===== src/rtl/rbp_pkg.sv =====
package rbp_pkg;
  typedef enum logic {
    BYTE_HI = 1'b0,
    BYTE_LO = 1'b1
  } byte_sel_e;
endpackage


===== src/rtl/rbp_bank.sv =====
module rbp_bank #(
  parameter int NUM_REGS = 4,
  parameter int RES_W    = 10,
  parameter int BUS_W    = 8,
  localparam int IDX_W   = $clog2(NUM_REGS),
  localparam int WORD_W  = 2 * BUS_W,
  localparam int PAD_W   = WORD_W - RES_W
) (
  input  logic                             clk,
  input  logic                             rst_n,
  input  logic                             wr_fire,
  input  logic [IDX_W-1:0]                 wr_idx,
  input  logic [RES_W-1:0]                 wr_value,
  output logic [NUM_REGS-1:0][WORD_W-1:0]  words
);
  logic [WORD_W-1:0] justified;
  assign justified = {wr_value, {PAD_W{1'b0}}};

  for (genvar g = 0; g < NUM_REGS; g++) begin : g_reg
    logic [WORD_W-1:0] word_q;
    always_ff @(posedge clk or negedge rst_n) begin
      if (!rst_n)                              word_q <= '0;
      else if (wr_fire && wr_idx == IDX_W'(g)) word_q <= justified;
    end
    assign words[g] = word_q;
  end
endmodule


===== src/rtl/rbp_temp.sv =====
module rbp_temp #(
  parameter int BUS_W = 8
) (
  input  logic             clk,
  input  logic             rst_n,
  input  logic             load,
  input  logic [BUS_W-1:0] din,
  output logic [BUS_W-1:0] q
);
  always_ff @(posedge clk or negedge rst_n) begin
    if (!rst_n)    q <= '0;
    else if (load) q <= din;
  end
endmodule


===== src/rtl/rbp_rdmux.sv =====
module rbp_rdmux
  import rbp_pkg::*;
#(
  parameter int NUM_REGS = 4,
  parameter int BUS_W    = 8,
  localparam int IDX_W   = $clog2(NUM_REGS),
  localparam int ADDR_W  = IDX_W + 1,
  localparam int WORD_W  = 2 * BUS_W
) (
  input  logic [NUM_REGS-1:0][WORD_W-1:0] words,
  input  logic [BUS_W-1:0]                tmp_q,
  input  logic                            rd_en,
  input  logic [ADDR_W-1:0]               rd_addr,
  output logic [BUS_W-1:0]                rd_data,
  output logic                            tmp_load,
  output logic [BUS_W-1:0]                tmp_din,
  input  logic                            word_en,
  input  logic [IDX_W-1:0]                word_idx,
  output logic [WORD_W-1:0]               word_data
);
  logic [IDX_W-1:0] sel_idx;
  byte_sel_e        sel_byte;
  logic [WORD_W-1:0] sel_word;

  assign sel_idx  = rd_addr[ADDR_W-1:1];
  assign sel_byte = byte_sel_e'(rd_addr[0]);
  assign sel_word = words[sel_idx];

  always_comb begin
    rd_data  = '0;
    tmp_load = 1'b0;
    tmp_din  = sel_word[BUS_W-1:0];
    if (rd_en) begin
      unique case (sel_byte)
        BYTE_HI: begin
          rd_data  = sel_word[WORD_W-1:BUS_W];
          tmp_load = 1'b1;
        end
        BYTE_LO: rd_data = tmp_q;
      endcase
    end
  end

  assign word_data = word_en ? words[word_idx] : '0;
endmodule


===== src/rtl/result_byte_port.sv =====
module result_byte_port #(
  parameter int NUM_REGS = 4,
  parameter int RES_W    = 10,
  parameter int BUS_W    = 8,
  localparam int IDX_W   = $clog2(NUM_REGS),
  localparam int ADDR_W  = IDX_W + 1,
  localparam int WORD_W  = 2 * BUS_W
) (
  input  logic              clk,
  input  logic              rst_n,
  input  logic              res_valid,
  output logic              res_ready,
  input  logic [IDX_W-1:0]  res_idx,
  input  logic [RES_W-1:0]  res_value,
  input  logic              rd_en,
  input  logic [ADDR_W-1:0] rd_addr,
  output logic [BUS_W-1:0]  rd_data,
  input  logic              word_en,
  input  logic [IDX_W-1:0]  word_idx,
  output logic [WORD_W-1:0] word_data
);
  logic [NUM_REGS-1:0][WORD_W-1:0] words;
  logic [BUS_W-1:0]                tmp_q;
  logic [BUS_W-1:0]                tmp_din;
  logic                            tmp_load;
  logic                            wr_fire;

  assign res_ready = rst_n;
  assign wr_fire   = res_valid && res_ready;

  rbp_bank #(.NUM_REGS(NUM_REGS), .RES_W(RES_W), .BUS_W(BUS_W)) u_bank (
    .clk(clk), .rst_n(rst_n), .wr_fire(wr_fire), .wr_idx(res_idx),
    .wr_value(res_value), .words(words)
  );

  rbp_temp #(.BUS_W(BUS_W)) u_temp (
    .clk(clk), .rst_n(rst_n), .load(tmp_load), .din(tmp_din), .q(tmp_q)
  );

  rbp_rdmux #(.NUM_REGS(NUM_REGS), .BUS_W(BUS_W)) u_mux (
    .words(words), .tmp_q(tmp_q), .rd_en(rd_en), .rd_addr(rd_addr),
    .rd_data(rd_data), .tmp_load(tmp_load), .tmp_din(tmp_din),
    .word_en(word_en), .word_idx(word_idx), .word_data(word_data)
  );
endmodule


===== config.mk =====
export PLATFORM = sky130hd
export DESIGN_NAME = result_byte_port
export DESIGN_NICKNAME = d
export VERILOG_FILES = /design/src/rtl/rbp_pkg.sv /design/src/rtl/rbp_bank.sv /design/src/rtl/rbp_temp.sv /design/src/rtl/rbp_rdmux.sv /design/src/rtl/result_byte_port.sv
export SDC_FILE = /design/constraint.sdc
export NUM_CORES = 1
export LEC_CHECK = 0
export CAP_MARGIN = 25
export CORE_ASPECT_RATIO = 1.75
export CORE_MARGIN = 8
export CORE_UTILIZATION = 51
export CTS_BUF_LIST = sky130_fd_sc_hd__clkbuf_8
export DETAILED_ROUTE_END_ITERATION = 8
export PLACE_DENSITY = 0.77
export SYNTH_ARGS = -nofsm -noshare
export SYNTH_HDL_FRONTEND = slang
export SYNTH_HIERARCHICAL = 1
export SYNTH_SLANG_ARGS = --single-unit

===== constraint.sdc =====
create_clock -name clk -period 1.16 [get_ports clk]
set_input_delay 0.174 -clock clk [delete_from_list [all_inputs] [get_ports clk]]
set_output_delay 0.174 -clock clk [all_outputs]
set_load 0.02 [all_outputs]

==> metrics.txt, run 1 <==
outcome complete, but fails checks; failing checks setup timing; crit-path cells mux4_2 -> and2_4 -> buf_6; post-route minimum period 1.65 ns; WL/cell 22.0 um; final setup TNS -7.66 ns; Worst EP required 0.99 ns; dpl cells 387; initial antenna violation count 0; worst reg-to-reg setup slack -0.31 ns; synth top area cells dfrtp_1 (38%), mux2_4 (13%), mux4_2 (13%), mux2_2 (7.1%), buf_4 (5.9%); Crit-path slowest cell mux4_2; Synth Cell Area 0.00317 mm^2; Cell Pwr Density 1330 mW/mm^2; Worst Skew 0.00479 ns; synth cell count leaders dfrtp_1 (48), mux2_4 (28), buf_4 (25); Final Max Tran Viols 0; area leader, netlist dfrtp_1; CTS buffer count 5; htree depth 2; Max-Cap Viols 0; Fin. Hold Viols 0; Finished Layout Cells 405; Synth top area share 0.379; Yosys cell types 20; most frequent cell after synthesis dfrtp_1; first-pass GRT wire length 13.9 mm; Main synth FF type dfrtp_1; Antenna Nets Post-Route 0; GP Congestion 0.802; area grow syn2layout 47.1%; # diodes 0; global-route usage over all layers 0.210; fraction of registers with async set/reset 1.00; fin crit share 1.42; Port Buffers 40; worst min path class input pin to asynchronous set/reset pin; Worst Reg-to-Reg Cells 4; #FFs+latches synth 48; Worst R2R Start u_bank/g_reg[3].word_q[6]; endpoint class of the critical path primary output; Die Width 75.6 um; final worst slack -0.489 ns; Site Rows 38; Final nets 349; number of global-route vias before repair 2562; Vias 2234; Critical Path Start u_bank/g_reg[3].word_q[9]; Mean Syn Cell Area 14.5 um^2; Skew-Pair Late Insertion Delay 0.31 ns; CTS tree built; Detailed Route WL 8.90 mm; final setup fails 20; Die ar. 0.00909 mm^2; CP arrival 1.47 ns; share of cells above drive strength 1 0.649; Core ar. 0.00609 mm^2; leakage 2.11 nW; Fmax 0.607 GHz; Syn Inst Count 218; Max Buffers Root-to-Sink 2; worst reg2reg path endpoint u_temp/q[6]; critical path class flip-flop to primary output; CTS root buffer clkbuf_8; vias per cell 5.52; sequential area share after synthesis 0.379; DP HPWL 5.67 mm; cts hold-fix bufs 0; crit start category flip-flop; Synthesis Warnings 6; CP max FO 3; Max stage delay on crit path 0.48 ns; Die Y 120 um; Worst VDD drop 0.000923 V; Initial Utilization 0.520; slew margin rel. 0.586; # IOs 47; clk sinks 48; RSZ-0062 raised after global routing true; Overflow after GRT 0; pin count of the biggest net entering global routing 49; number of synthesized flops with an enable pin 0; remaining routing DRC violations 0; DRT iter0 DRCs 92; Detailed Routing Iterations Pass 1 4; clk slew on worst S/H paths 0.08 ns; Least-Margin Pin Slew 0.620 ns
[report_power, final]
part / internal [mW] / switching, mW / total [mW]
clock network: 0.390 / 0.542 / 0.932
registers: 2.05 / 0.268 / 2.32
logic: 1.90 / 1.07 / 2.97
total: 4.33 / 1.88 / 6.22
[stage by stage]
| stage | area (um^2) | util | hold WS [ns] | total power [mW] | worst slack (ns) |
|---|---|---|---|---|---|
| 2_1_floorplan | 3370 | - | -0.122 | 3.62 | -0.163 |
| 3_3_place_gp | 4120 | 0.677 | 0.504 | 4.57 | -1.09 |
| 3_5_place_dp | 4120 | 0.677 | 0.521 | 4.65 | -1.10 |
| 4_1_cts | 4500 | 0.739 | 0.190 | 5.93 | -0.476 |
| 5_1_grt | 4660 | 0.765 | 0.213 | 6.48 | -0.522 |
| 6_report | 4660 | 0.765 | 0.162 | 6.22 | -0.489 |
[cell usage in the layout (no fill, tap or decap)]
cell,synthesis,final
o221ai_2,0,5
nand3_1,8,8
mux4_1,6,5
nor2b_1,1,1
and2_4,0,11
o221ai_4,0,3
mux2_4,28,29
dfrtp_1,48,48
mux2i_1,16,2
bufbuf_16,0,2
nand3_2,1,1
nor3b_4,0,1
conb_1,1,24
buf_2,6,4
mux2i_4,0,11
dlygate4sd2_1,0,4
mux2i_2,0,3
clkbuf_8,0,5
buf_12,1,9
nand3b_1,3,3
clkdlybuf4s15_1,0,1
mux2_2,20,19
or3b_4,0,1
buf_4,25,41
clkdlybuf4s15_2,0,1
buf_16,0,1
and2_1,17,6
mux4_2,18,19
buf_6,6,45
clkdlybuf4s50_1,0,12
[worst max path at each step]
stage / slack, ns / to / cells past startpoint
after floorplan: -0.16 / rd_data[1] / 3
after global placement: -1.09 / word_data[7] / 5
after detailed placement: -1.10 / word_data[7] / 5
after CTS: -0.48 / word_data[9] / 3
after global routing: -0.52 / word_data[9] / 3
final: -0.49 / word_data[9] / 3
[what timing repair did]
item                       CTS  global route
setup endpoints to repair   57            29
setup buffers               10            11
pin swaps                   19             6
gates resized for setup    163            33
gates cloned                 3             0
[sequential cells by signal, indices dropped and copies added, names as in the netlist]
register         flops
u_bank/g.word_q     40
u_temp/q             8
[worst max-delay path, delay by kind of cell (launching register included)]
family,cells,cell delay (ns)
DFF,1,0.42
muxes,1,0.48
and+or+nand+nor,1,0.15
buffers and inverters,1,0.12
[final cells by class]
type,count,area [um^2]
multi-input cells,152,2000
repair buffers,120,1280
fillers,395,1430
flip-flops and latches,48,1200
clock buffers,5,68.8
well taps,80,100
[kinds of logic (layout without fill, tap and decap cells)]
family	Yosys count	in the layout	share of synthesized area
compound gates	8	8	0.0221
buf+inv	41	125	0.100
flops	48	48	0.379
mux	88	88	0.432
other cells	1	24	0.00118
simple gates	32	32	0.0652
[per-layer routing]
metal / share of wire / GRT usage / vias up
met1: 0.35 / 0.223 / 1159
li1: - / - / 997
met3: 0.036 / 0.0332 / 20
met4: 0.042 / 0.119 / 0
met5: 0 / 0 / -
met2: 0.57 / 0.373 / 58
(Power assumes the default switching activity.)
==> inputs of run 2 (changes only) <==
- REMOVE_ABC_BUFFERS: not set -> 1
==> run 2 against run 1 <==
Net effect:
- the flow still finishes with violations (setup timing)
- hold slack lost 0.10 ns
- register-to-register slack improved by 0.09 ns
- die area stayed put
- cell count fell by 0.99%
- sequential power about the same
- total power fell by 2.8%
- critical path depth unchanged
- highest routed layer unchanged
- sequential share of layout area grew 0.96 points
- first-iteration DRC count up 64%
- maximum frequency is 0.34% lower
- routed wire length increased by 2.5%
==> metrics.txt, run 2 (same netlist as run 1, synthesis figures left out) <==
max reg flops 40 (unchanged); Worst R2R Start u_bank/g_reg[3].word_q[7]; global-route usage over all layers 0.208 (-0.00283); CTS tree built; worst hold slack 0.0619 ns (-0.0997 ns); DRT iter0 DRCs 151 (+64%); RSZ-0062 raised after global routing true; final worst slack -0.494 ns (-0.00569 ns); slew margin rel. 0.587 (+0.000610); Port Buffers 40 (unchanged); crit-path cells mux4_2 -> and2_4 -> buf_6; Antenna Nets Post-Route 0 (unchanged); Post-Place Cell Area 0.00400 mm^2 (-2.9%); htree depth 2 (unchanged); number of global-route vias before repair 2620 (+2.3%); Largest Register u_bank/g.word_q; pin count of the biggest net entering global routing 49 (unchanged); Site Rows 38 (unchanged); Detailed Route WL 9.13 mm (+2.5%); most frequent cells in the layout dfrtp_1 (48), buf_4 (44), buf_6 (37); Die ar. 0.00909 mm^2 (unchanged); critical path class flip-flop to primary output; clk slew on worst S/H paths 0.09 ns (about the same); design area 0.00449 mm^2 (-3.6%); Worst VDD drop 0.000985 V (+6.7%); endpoint class of the critical path primary output; cts hold-fix bufs 0 (unchanged); Final Max Tran Viols 0 (unchanged); Placement Setup Slack -1.13 ns (-0.0273 ns); worst reg-to-reg setup slack -0.22 ns (+0.09 ns); vias per cell 5.67 (+2.8%); Cell Pwr Density 1350 mW/mm^2 (+0.79%); Die Y 120 um (unchanged); failing checks setup timing; Fmax 0.604 GHz (-0.34%); CP max FO 2 (-1); Die Width 75.6 um (unchanged); final setup fails 20 (unchanged); crit start category flip-flop; Max stage delay on crit path 0.49 ns (about the same); Detailed Routing Iterations Pass 1 4 (unchanged); remaining routing DRC violations 0 (unchanged); # IOs 47 (unchanged); Initial Utilization 0.520 (unchanged); clk sinks 48 (unchanged); CP arrival 1.48 ns (about the same); worst min path class input pin to asynchronous set/reset pin; Core ar. 0.00609 mm^2 (unchanged); Worst EP required 0.99 ns (about the same); Max Buffers Root-to-Sink 2 (unchanged); commonest non-fill, non-tap cell in the layout dfrtp_1; WL/cell 22.8 um (+3.5%); leakage 2.06 nW (-2.2%); CTS buffer count 5 (unchanged); Vias 2274 (+1.8%); Least-Margin Pin Slew 0.619 ns (-0.000916 ns); first-pass GRT wire length 13.9 mm (-0.40%); initial antenna violation count 0 (unchanged); GP Congestion 0.823 (+2.7%); post-route minimum period 1.65 ns (+0.00569 ns); Fin. Hold Viols 0 (unchanged); Overflow after GRT 0 (unchanged); area grow syn2layout 41.8%; share of cells above drive strength 1 0.639 (-0.0106); Max-Cap Viols 0 (unchanged); Skew-Pair Late Insertion Delay 0.31 ns (about the same); CTS root buffer clkbuf_8; worst reg2reg path endpoint u_temp/q[7]; Final nets 342 (-2.0%); Worst Skew 0.00282 ns (-0.00197 ns); biggest registers after layout u_bank/g.word_q (40), u_temp/q (8); fin crit share 1.43 (+0.00490); outcome complete, but fails checks; # diodes 0 (unchanged); Crit-path slowest cell mux4_2; DP HPWL 5.63 mm (-0.75%); Worst Reg-to-Reg Cells 3 (-1)
[run 2: changes by cell type in the layout (fill, tap and decap cells not counted), sizes merged]
cell,before,now
clkdlybuf4s15,2,5
inv,0,2
bufbuf,2,1
clkbuf,5,7
buf,100,93
clkdlybuf4s50,12,11
dlygate4sd2,4,2
[run 2: layout make-up]
| cell class | count | area, um^2 |
|---|---|---|
| Fill cell | 400 | 1600 |
| Tap cell | 80 | 100 |
| Timing Repair Buffer | 113 | 1180 |
| Sequential cell | 48 | 1200 |
| Multi-Input combinational cell | 152 | 1920 |
| Clock buffer | 6 | 82.6 |
| Clock inverter | 2 | 7.51 |
[run 2: how the worst max path moves through the flow]
stage	depth (start not counted)	startpoint	end	slack (ns)
after global routing	3	u_bank/g_reg[3].word_q[7]	word_data[7]	-0.52
final	3	u_bank/g_reg[3].word_q[8]	word_data[8]	-0.49
after floorplan	3	res_valid	u_bank/g_reg[0].word_q[10]	-0.20
after global placement	5	word_idx[0]	word_data[15]	-1.14
after detailed placement	6	rd_addr[1]	rd_data[0]	-1.13
after CTS	3	u_bank/g_reg[0].word_q[6]	word_data[6]	-0.47
[run 2: metrics by stage]
| step | std cells | power [mW] | setup TNS [ns] | utilization |
|---|---|---|---|---|
| 2_1_floorplan | 200 | 3.35 | -6.67 | - |
| 3_3_place_gp | 384 | 4.41 | -41.24 | 0.657 |
| 3_5_place_dp | 384 | 4.49 | -42.11 | 0.657 |
| 4_1_cts | 402 | 5.81 | -7.84 | 0.715 |
| 5_1_grt | 401 | 6.30 | -8.63 | 0.738 |
| 6_report | 401 | 6.04 | -7.94 | 0.738 |
[run 2: what timing repair did]
item	4_1_cts	5_1_grt
buffers inserted	9	8
pin swaps	20	8
gates resized for setup	171	37
endpoints found under the setup margin	67	30
cloned	3	0
[run 2: critical path, delay by kind of cell, from the launching register on]
family | cells | cell delay [ns]
DFF | 1 | 0.41
muxes | 1 | 0.49
buffers and inverters | 1 | 0.12
and+or+nand+nor | 1 | 0.16
[run 2: report_power, final]
part | total, mW | switching, mW | internal [mW]
clock | 1.03 | 0.563 | 0.470
sequential | 2.31 | 0.258 | 2.05
combinational | 2.70 | 1.01 | 1.69
total | 6.04 | 1.83 | 4.21
[run 2: layer usage]
metal  GRT usage  wire length (um)  vias to the layer above
li1            -                 -                      988
met2       0.368              5120                       69
met3      0.0406               389                       23
met5           0                 0                        -
met1       0.228              3320                     1194
met4      0.0884               292                        0
